--- src/rtl/acc_alu_pkg.sv ---
package acc_alu_pkg;

   localparam int OP_W = 5;

   localparam logic [OP_W-1:0] OP_ADD  = 5'h00;
   localparam logic [OP_W-1:0] OP_ADDC = 5'h01;
   localparam logic [OP_W-1:0] OP_SUBB = 5'h02;
   localparam logic [OP_W-1:0] OP_INC  = 5'h03;
   localparam logic [OP_W-1:0] OP_DEC  = 5'h04;
   localparam logic [OP_W-1:0] OP_AND  = 5'h05;
   localparam logic [OP_W-1:0] OP_OR   = 5'h06;
   localparam logic [OP_W-1:0] OP_XOR  = 5'h07;
   localparam logic [OP_W-1:0] OP_CLR  = 5'h08;
   localparam logic [OP_W-1:0] OP_CPL  = 5'h09;
   localparam logic [OP_W-1:0] OP_RL   = 5'h0A;
   localparam logic [OP_W-1:0] OP_RLC  = 5'h0B;
   localparam logic [OP_W-1:0] OP_RR   = 5'h0C;
   localparam logic [OP_W-1:0] OP_RRC  = 5'h0D;
   localparam logic [OP_W-1:0] OP_SWAP = 5'h0E;
   localparam logic [OP_W-1:0] OP_XCHD = 5'h0F;
   localparam logic [OP_W-1:0] OP_XCH  = 5'h10;

   typedef enum logic [1:0] {
      CLS_NONE  = 2'd0,
      CLS_ARITH = 2'd1,
      CLS_LOGIC = 2'd2,
      CLS_SHUF  = 2'd3
   } op_class_e;

   function automatic op_class_e classify(input logic [OP_W-1:0] op);
      if (op <= OP_DEC)       return CLS_ARITH;
      else if (op <= OP_CPL)  return CLS_LOGIC;
      else if (op <= OP_XCH)  return CLS_SHUF;
      else                    return CLS_NONE;
   endfunction

endpackage

--- src/rtl/acc_arith.sv ---
module acc_arith
   import acc_alu_pkg::*;
#(
   parameter int DATA_W      = 8,
   parameter bit SHARE_ADDER = 1'b1
) (
   input  logic [OP_W-1:0]   op_sel,
   input  logic [DATA_W-1:0] a_in,
   input  logic [DATA_W-1:0] b_in,
   input  logic              c_in,
   output logic [DATA_W-1:0] res,
   output logic              c_out
);

   localparam int SUM_W = DATA_W + 1;

   logic keep_c;
   assign keep_c = (op_sel == OP_INC) || (op_sel == OP_DEC);

   generate
      if (SHARE_ADDER) begin : g_shared
         logic [DATA_W-1:0] rhs;
         logic              cin_eff;
         logic              inv_c;
         logic [SUM_W-1:0]  sum;

         always_comb begin
            rhs     = '0;
            cin_eff = 1'b0;
            inv_c   = 1'b0;
            case (op_sel)
               OP_ADD:  rhs = b_in;
               OP_ADDC: begin
                  rhs     = b_in;
                  cin_eff = c_in;
               end
               OP_SUBB: begin
                  rhs     = ~b_in;
                  cin_eff = ~c_in;
                  inv_c   = 1'b1;
               end
               OP_INC:  cin_eff = 1'b1;
               OP_DEC:  rhs = '1;
               default: ;
            endcase
         end

         assign sum   = {1'b0, a_in} + {1'b0, rhs} + {{DATA_W{1'b0}}, cin_eff};
         assign res   = sum[DATA_W-1:0];
         assign c_out = keep_c ? c_in : (sum[DATA_W] ^ inv_c);
      end else begin : g_split
         logic [SUM_W-1:0] add_s;
         logic [SUM_W-1:0] sub_s;
         logic             use_c;

         assign use_c = (op_sel == OP_ADDC) && c_in;
         assign add_s = {1'b0, a_in} + {1'b0, b_in} + {{DATA_W{1'b0}}, use_c};
         assign sub_s = {1'b0, a_in} - {1'b0, b_in} - {{DATA_W{1'b0}}, c_in};

         always_comb begin
            res   = a_in;
            c_out = c_in;
            case (op_sel)
               OP_ADD, OP_ADDC: begin
                  res   = add_s[DATA_W-1:0];
                  c_out = add_s[DATA_W];
               end
               OP_SUBB: begin
                  res   = sub_s[DATA_W-1:0];
                  c_out = sub_s[DATA_W];
               end
               OP_INC:  res = a_in + 1'b1;
               OP_DEC:  res = a_in - 1'b1;
               default: ;
            endcase
         end
      end
   endgenerate

endmodule

--- src/rtl/acc_logic.sv ---
module acc_logic
   import acc_alu_pkg::*;
#(
   parameter int DATA_W = 8
) (
   input  logic [OP_W-1:0]   op_sel,
   input  logic [DATA_W-1:0] a_in,
   input  logic [DATA_W-1:0] b_in,
   output logic [DATA_W-1:0] res
);

   always_comb begin
      case (op_sel)
         OP_AND:  res = a_in & b_in;
         OP_OR:   res = a_in | b_in;
         OP_XOR:  res = a_in ^ b_in;
         OP_CLR:  res = '0;
         OP_CPL:  res = ~a_in;
         default: res = a_in;
      endcase
   end

endmodule

--- src/rtl/acc_shuffle.sv ---
module acc_shuffle
   import acc_alu_pkg::*;
#(
   parameter int DATA_W = 8
) (
   input  logic [OP_W-1:0]   op_sel,
   input  logic [DATA_W-1:0] a_in,
   input  logic [DATA_W-1:0] b_in,
   input  logic              c_in,
   output logic [DATA_W-1:0] res,
   output logic              c_out,
   output logic [DATA_W-1:0] aux
);

   localparam int HALF = DATA_W / 2;
   localparam int MSB  = DATA_W - 1;

   always_comb begin
      res   = a_in;
      c_out = c_in;
      aux   = b_in;
      case (op_sel)
         OP_RL:   res = {a_in[MSB-1:0], a_in[MSB]};
         OP_RR:   res = {a_in[0], a_in[MSB:1]};
         OP_RLC: begin
            res   = {a_in[MSB-1:0], c_in};
            c_out = a_in[MSB];
         end
         OP_RRC: begin
            res   = {c_in, a_in[MSB:1]};
            c_out = a_in[0];
         end
         OP_SWAP: res = {a_in[HALF-1:0], a_in[MSB:HALF]};
         OP_XCHD: begin
            res = {a_in[MSB:HALF], b_in[HALF-1:0]};
            aux = {b_in[MSB:HALF], a_in[HALF-1:0]};
         end
         OP_XCH: begin
            res = b_in;
            aux = a_in;
         end
         default: ;
      endcase
   end

endmodule

--- src/rtl/acc_alu.sv ---
module acc_alu
   import acc_alu_pkg::*;
#(
   parameter int DATA_W      = 8,
   parameter bit SHARE_ADDER = 1'b1
) (
   input  logic [4:0]        op_sel,
   input  logic [DATA_W-1:0] acc_in,
   input  logic [DATA_W-1:0] opnd_in,
   input  logic              cy_in,
   output logic [DATA_W-1:0] acc_out,
   output logic              cy_out,
   output logic [DATA_W-1:0] aux_out
);

   generate
      if (DATA_W < 2 || (DATA_W % 2) != 0) begin : g_bad_width
         $error("acc_alu: DATA_W must be even and at least 2");
      end
   endgenerate

   logic [DATA_W-1:0] ar_res, lg_res, sh_res, sh_aux;
   logic              ar_c, sh_c;
   op_class_e         cls;

   assign cls = classify(op_sel);

   acc_arith #(.DATA_W(DATA_W), .SHARE_ADDER(SHARE_ADDER)) u_arith (
      .op_sel (op_sel),
      .a_in   (acc_in),
      .b_in   (opnd_in),
      .c_in   (cy_in),
      .res    (ar_res),
      .c_out  (ar_c)
   );

   acc_logic #(.DATA_W(DATA_W)) u_logic (
      .op_sel (op_sel),
      .a_in   (acc_in),
      .b_in   (opnd_in),
      .res    (lg_res)
   );

   acc_shuffle #(.DATA_W(DATA_W)) u_shuf (
      .op_sel (op_sel),
      .a_in   (acc_in),
      .b_in   (opnd_in),
      .c_in   (cy_in),
      .res    (sh_res),
      .c_out  (sh_c),
      .aux    (sh_aux)
   );

   always_comb begin
      acc_out = acc_in;
      cy_out  = cy_in;
      aux_out = opnd_in;
      case (cls)
         CLS_ARITH: begin
            acc_out = ar_res;
            cy_out  = ar_c;
         end
         CLS_LOGIC: acc_out = lg_res;
         CLS_SHUF: begin
            acc_out = sh_res;
            cy_out  = sh_c;
            aux_out = sh_aux;
         end
         default: ;
      endcase
   end

endmodule

--- config.mk ---
export PLATFORM = sky130hd
export DESIGN_NAME = acc_alu
export DESIGN_NICKNAME = d
export VERILOG_FILES = /design/src/rtl/acc_alu_pkg.sv /design/src/rtl/acc_arith.sv /design/src/rtl/acc_logic.sv /design/src/rtl/acc_shuffle.sv /design/src/rtl/acc_alu.sv
export SDC_FILE = /design/constraint.sdc
export NUM_CORES = 1
export LEC_CHECK = 0
export CAP_MARGIN = 0
export CORE_MARGIN = 1
export CORE_UTILIZATION = 62
export DETAILED_ROUTE_END_ITERATION = 12
export PLACE_DENSITY = 0.9
export SETUP_SLACK_MARGIN = 0.1
export SLEW_MARGIN = 15
export SYNTH_ARGS = -nofsm -noshare
export SYNTH_HDL_FRONTEND = slang
export SYNTH_HIERARCHICAL = 1
export SYNTH_SLANG_ARGS = --single-unit
--- constraint.sdc ---
create_clock -name vclk -period 10.3
set_input_delay 2.575 -clock vclk [all_inputs]
set_output_delay 2.575 -clock vclk [all_outputs]
set_load 0.02 [all_outputs]
* Word level (Yosys, flattened, before mapping)
Index checks and enable logic that the tools add are counted.
Storage, ports and cells: register bits after elaboration 0, output and inout port bits 17, logic and storage cells 48
Operators by class: add/subtract/negate cells 2, magnitude comparators 3, equal/unequal tests 19, multiplexer cells 14, bitwise operators 7, reductions and logical operators 3
Operator list (count):
- 8-bit one-hot mux with 7 select lines | 1
- 8-bit one-hot mux with 3 select lines | 2
- 5-bit by 4-bit equality test with 1-bit output (second input constant) | 8
- 8-bit one-hot mux with 5 select lines | 1
- 5-bit by 3-bit equality test with 1-bit output (second input constant) | 4
- 8-bit NOT | 2
- 8-bit one-hot mux with 2 select lines | 1
- 5-bit by 2-bit equality test with 1-bit output (second input constant) | 2
- 8-bit by 8-bit adder with 9-bit output | 1
- 9-bit by 1-bit adder with 9-bit output | 1
- 8-bit bitwise AND | 1
- 8-bit 2-to-1 mux | 1
- 8-bit OR | 1
- 8-bit bitwise XOR | 1
- 2-bit 2-to-1 mux | 3
- 5-bit by 1-bit equality test with 1-bit output (second input constant) | 1
- 5-bit equality test (second input constant) | 1
- 5-bit by 3-bit less-or-equal comparator with 1-bit output (second input constant) | 1
- 5-bit by 4-bit less-or-equal comparator with 1-bit output (second input constant) | 1
- 5-bit less-or-equal comparator (second input constant) | 1
- 5-bit zero test | 1
- 2-bit equality test (second input constant) | 2
- 1-bit one-hot mux with 2 select lines | 2
- 1-bit one-hot mux with 3 select lines | 1
- other kinds (6) | 7

* Longest topological paths before layout
word-level depth 8, mapped depth 15, depth with buffers taken out 15

* By module
The synthesis kept the hierarchy.
Modules (own cells, without submodules):
- acc_logic | instances 1, cells an instance 99, area each 778.2 um^2, sequential area each 0.0 um^2
- acc_arith | instances 1, cells an instance 88, area each 605.6 um^2, sequential area each 0.0 um^2
- acc_shuffle | instances 1, cells an instance 81, area each 560.5 um^2, sequential area each 0.0 um^2
- acc_alu | instances 1, cells an instance 68, area each 520.5 um^2, sequential area each 0.0 um^2

* Least setup slack after synthesis
No wires, ideal clock.
path type in2out, from input op_sel[1], to output cy_out, arrival 5.025 ns, data required time 7.725 ns, slack 2.700 ns, stages 14, buffers on the path 1, cell sequence buf_2 > nand2_1 > o22ai_1 > nand2_1 > fa_1 > inv_1 > fa_1 > a211oi_2 > o31ai_4 > a21oi_2 > mux2_1 > and3_1 > inv_1 > a221oi_2
Between the ends: cells in the longest elaborated chain, start to end 8, elaborated cells on any way between the ends 26, those cells by class add/sub: 2; order compare: 3; eq/ne: 8; mux: 9; bitwise: 1; reduce/logical: 3
Ends and longest elaborated chain:
- start, declared | line acc_alu.sv:7 | input logic [4:0] op_sel,
- 5-bit by 1-bit equality test with 1-bit output or 5-bit zero test (tied branches) | line acc_arith.sv:31 | case (op_sel)
- 2-bit OR reduction (no line)
- 8-bit one-hot mux with 3 select lines | line acc_arith.sv:31
- 8-bit by 8-bit adder with 9-bit output | line acc_arith.sv:48 | assign sum = {1'b0, a_in} + {1'b0, rhs} + {{DATA_W{1'b0}}, cin_eff};
- 9-bit by 1-bit adder with 9-bit output | line acc_arith.sv:48
- 1-bit bitwise XOR | line acc_arith.sv:50 | assign c_out = keep_c ? c_in : (sum[DATA_W] ^ inv_c);
- 1-bit 2-to-1 mux (*) | line acc_arith.sv:50
- net ar_c | line acc_alu.sv:23 | logic ar_c, sh_c;
- 1-bit one-hot mux with 2 select lines (*) | line acc_alu.sv:58 | case (cls)
- end, declared | line acc_alu.sv:12 | output logic cy_out,
The timed path passes the listed nets; every way through them passes the cells marked *.

* Worst setup path in the final report
from input op_sel[0], to output acc_out[6]
Between the ends: cells in the longest elaborated chain, start to end 6, elaborated cells on any way between the ends 34, those cells by class add/sub: 2; order compare: 3; eq/ne: 19; mux: 8; reduce/logical: 2
Ends and longest elaborated chain:
- 5-bit by 1-bit equality test with 1-bit output or 5-bit zero test (tied branches) | line acc_arith.sv:31
- 2-bit OR reduction (no line)
- 8-bit one-hot mux with 3 select lines | line acc_arith.sv:31
- 8-bit by 8-bit adder with 9-bit output | line acc_arith.sv:48
- 9-bit by 1-bit adder with 9-bit output (*) | line acc_arith.sv:48
- net ar_res[6] | line acc_alu.sv:22 | logic [DATA_W-1:0] ar_res, lg_res, sh_res, sh_aux;
- 8-bit one-hot mux with 3 select lines (*) | line acc_alu.sv:58
- end, declared | line acc_alu.sv:11 | output logic [DATA_W-1:0] acc_out,
Marks and branches as above.

==> flow_summary.toml <==
[outcome]
outcome = "finished, final reports clean"

[synthesis]
ys_seq_area_share_pct = 0
yosys_warnings = 6
netlist-cell-type-count = 65
syn_avg_cell_area_um2 = 7.34
synthCells = 336
synthesis.nets = 383
netlist_area_mm2 = 0.00246

[timing]
finalCritPeriodShare_pct = 90.6
hold_ws_ns = 6.51
hold_viol = 0
rsz0062_at_grt = "false"
fin_crit_ns = 9.33
timing.final.ws_setup_ns = 0.972
maxSlewViolCount = 0
worst_pin_slew_ns = 0.870
clock.fmax_mhz = 107
finalSetupViolCount = 0
max-slew-margin-rel_pct = 40.3
tns_ns = 0

[worst_hold_path]
hold_path.class = "in2out"
hold_start = "cy_in"
whs_path_depth = 4
holdPathEnd = "cy_out"

[global_routing]
grt_first_pass_wirelength_um = 11700
grt_pass1_vias = 2407
overflow = 0
antenna_found_initial = 0
grt_use_total_pct = 34.4
grt_max_degree = 48

[final_layout]
n_clock_buffer = 0
drive_gt1_share_pct = 11.9
area_growth_pct = 13.9
fill_cells = 315
nets = 410
ff_latch_area_um2 = 0
layout_commonest_cell = "clkdlybuf4s50_1"
final_cell_mix = "clkdlybuf4s50_1, inv_1, nand2_1"
seq_cell_count = 0
diodes = 0

[power]
p_sw_share_pct = 55.4
power.switching_mw = 0.0714
power_density_mw_per_mm2 = 45.9
pwr-share-comb_pct = 100.0
total_power_mw = 0.129
power.leakage_nw = 1.17
share_clk_of_total_power_pct = 0
p_int_mw = 0.0575
irDropWorstVdd_v = 0.0000368
pwr-share-seq_pct = 0

[die]
rows = 22
fp.coreArea_mm2 = 0.00374
die-area_mm2 = 0.00423
dieHeight_um = 65.1
die_w_um = 65.1
start_util_pct = 65.8
pin_count = 39

[drt]
ant_nets = 0
viasPerCell = 6.81
vias = 2784
first_pass_iters = 5
drc = 0
drt_wl_total_um = 7260
drtIter0Drc = 367
wire_per_inst_um = 17.8

[worst_setup_path]
crit_slowest_cell = "clkdlybuf4s50_1"
cp_slowest_stage_delay_ns = 0.95
path_cells = "clkdlybuf4s50_1 -> nor2_2 -> a21oi_1 -> o22ai_1 -> nand2_1 -> fa_1 -> inv_1 -> fa_1 -> a211oi_2 -> o21ai_0 -> a21oi_1 -> xnor2_1 -> nor2_1 -> nor4_1 -> o32a_1 -> clkdlybuf4s50_1"
cp.required_ns = 7.73
arrival_ns = 6.75
cp_max_fo = 22
crit_family = "buffers and inverters"
start_kind = "primary input"
critPathBufInv = 3
end_kind = "output port"
crit_type = "in2out"

[clock_network]
post_cts_resized = 0
postCtsSetupBuffers = 0
hold_buffers = 0

[flow_run]
drv_cap = 0

[placed_design]
dp_hpwl_um = 5170
io_buffers = 39
place_congestion = 0.996
place_ws_ns = 1.05
## layer usage
layer / global-route usage (%) / vias to the layer above / wire, um
li1: - / 1320 / -
met1: 48.0 / 1281 / 3130
met2: 56.5 / 169 / 3320
met3: 2.29 / 14 / 684
met4: 9.51 / 0 / 125
met5: 0 / - / 0
## cells in the mapped netlist (2+ instances only)
cell	number	share of area [%]
buf_2	4	0.81
nor4_1	8	2.0
o32a_1	8	3.2
and2_2	3	0.91
or2_2	3	0.76
nand2_1	27	4.1
buf_6	7	3.2
a22o_1	3	1.1
mux2i_1	3	1.2
o21ai_0	15	3.0
xor2_1	4	1.4
ha_1	23	12
clkbuf_1	5	0.76
a21o_1	3	0.91
inv_1	28	4.3
fa_1	2	1.6
nor3_1	3	0.61
and2_1	14	3.6
a32oi_1	2	0.71
and4b_1	3	1.2
a2bb2oi_1	3	1.1
o21ai_1	6	1.2
and3b_2	4	1.6
nand3_1	10	2.0
o211ai_1	2	0.61
a222oi_1	4	1.6
a221o_1	5	2.0
nor4bb_1	2	0.81
xnor2_1	2	0.71
nand4_1	7	1.8
o2111ai_1	7	2.5
and3b_1	4	1.4
nor2b_1	10	2.5
nor3b_1	16	4.9
nand2b_1	4	1.0
o22ai_1	8	2.0
nor2_1	16	2.4
a31oi_1	2	0.51
a21oi_1	12	2.4
mux2_2	12	5.5
o21a_1	3	0.91
nand3b_1	4	1.2
nor3b_4	2	1.5
buf_4	2	0.61
## metrics by stage
stage | utilization [%] | cell area (um2) | std cells
2_1_floorplan | - | 2460 | 336
5_1_grt | 75.0 | 2810 | 409
4_1_cts | 75.0 | 2810 | 409
3_3_place_gp | 75.0 | 2810 | 409
6_report | 75.0 | 2810 | 409
3_5_place_dp | 75.0 | 2810 | 409
## power groups by stage
stage	Clock, mW	Sequential, mW	Combinational (mW)
final	0	0	0.129
after global routing	0	0	0.139
after floorplan	0	0	0.0802
after CTS	0	0	0.126
after global placement	0	0	0.124
after detailed placement	0	0	0.126
## how the worst max path moves through the flow
stage          startpoint          to  depth (start not counted)
6_report        op_sel[0]  acc_out[6]                         16
5_1_grt         op_sel[0]  acc_out[6]                         16
4_1_cts         op_sel[0]  acc_out[6]                         16
3_3_place_gp    op_sel[0]  acc_out[6]                         16
2_1_floorplan   op_sel[1]      cy_out                         14
3_5_place_dp    op_sel[0]  acc_out[6]                         16
## layout make-up
| class | instances | area, um2 | share of cell area [%] |
|---|---|---|---|
| Multi-Input combinational cell | 288 | 2210 | 78.7 |
| Tap cell | 48 | 60.1 | 2.14 |
| Inverter | 29 | 109 | 3.88 |
| Timing Repair Buffer | 44 | 428 | 15.2 |
## kinds of logic after synthesis
family / Yosys count / synth area share (%)
xor gates and xnor gates: 6 / 2.13
muxes: 16 / 7.16
adders and majority gates: 25 / 13.3
and+or+nand+nor: 149 / 38.1
buffers and inverters: 48 / 10.4
AOI/OAI and AO/OA: 92 / 29.0
Note: power is estimated with default switching activity, not from simulation.
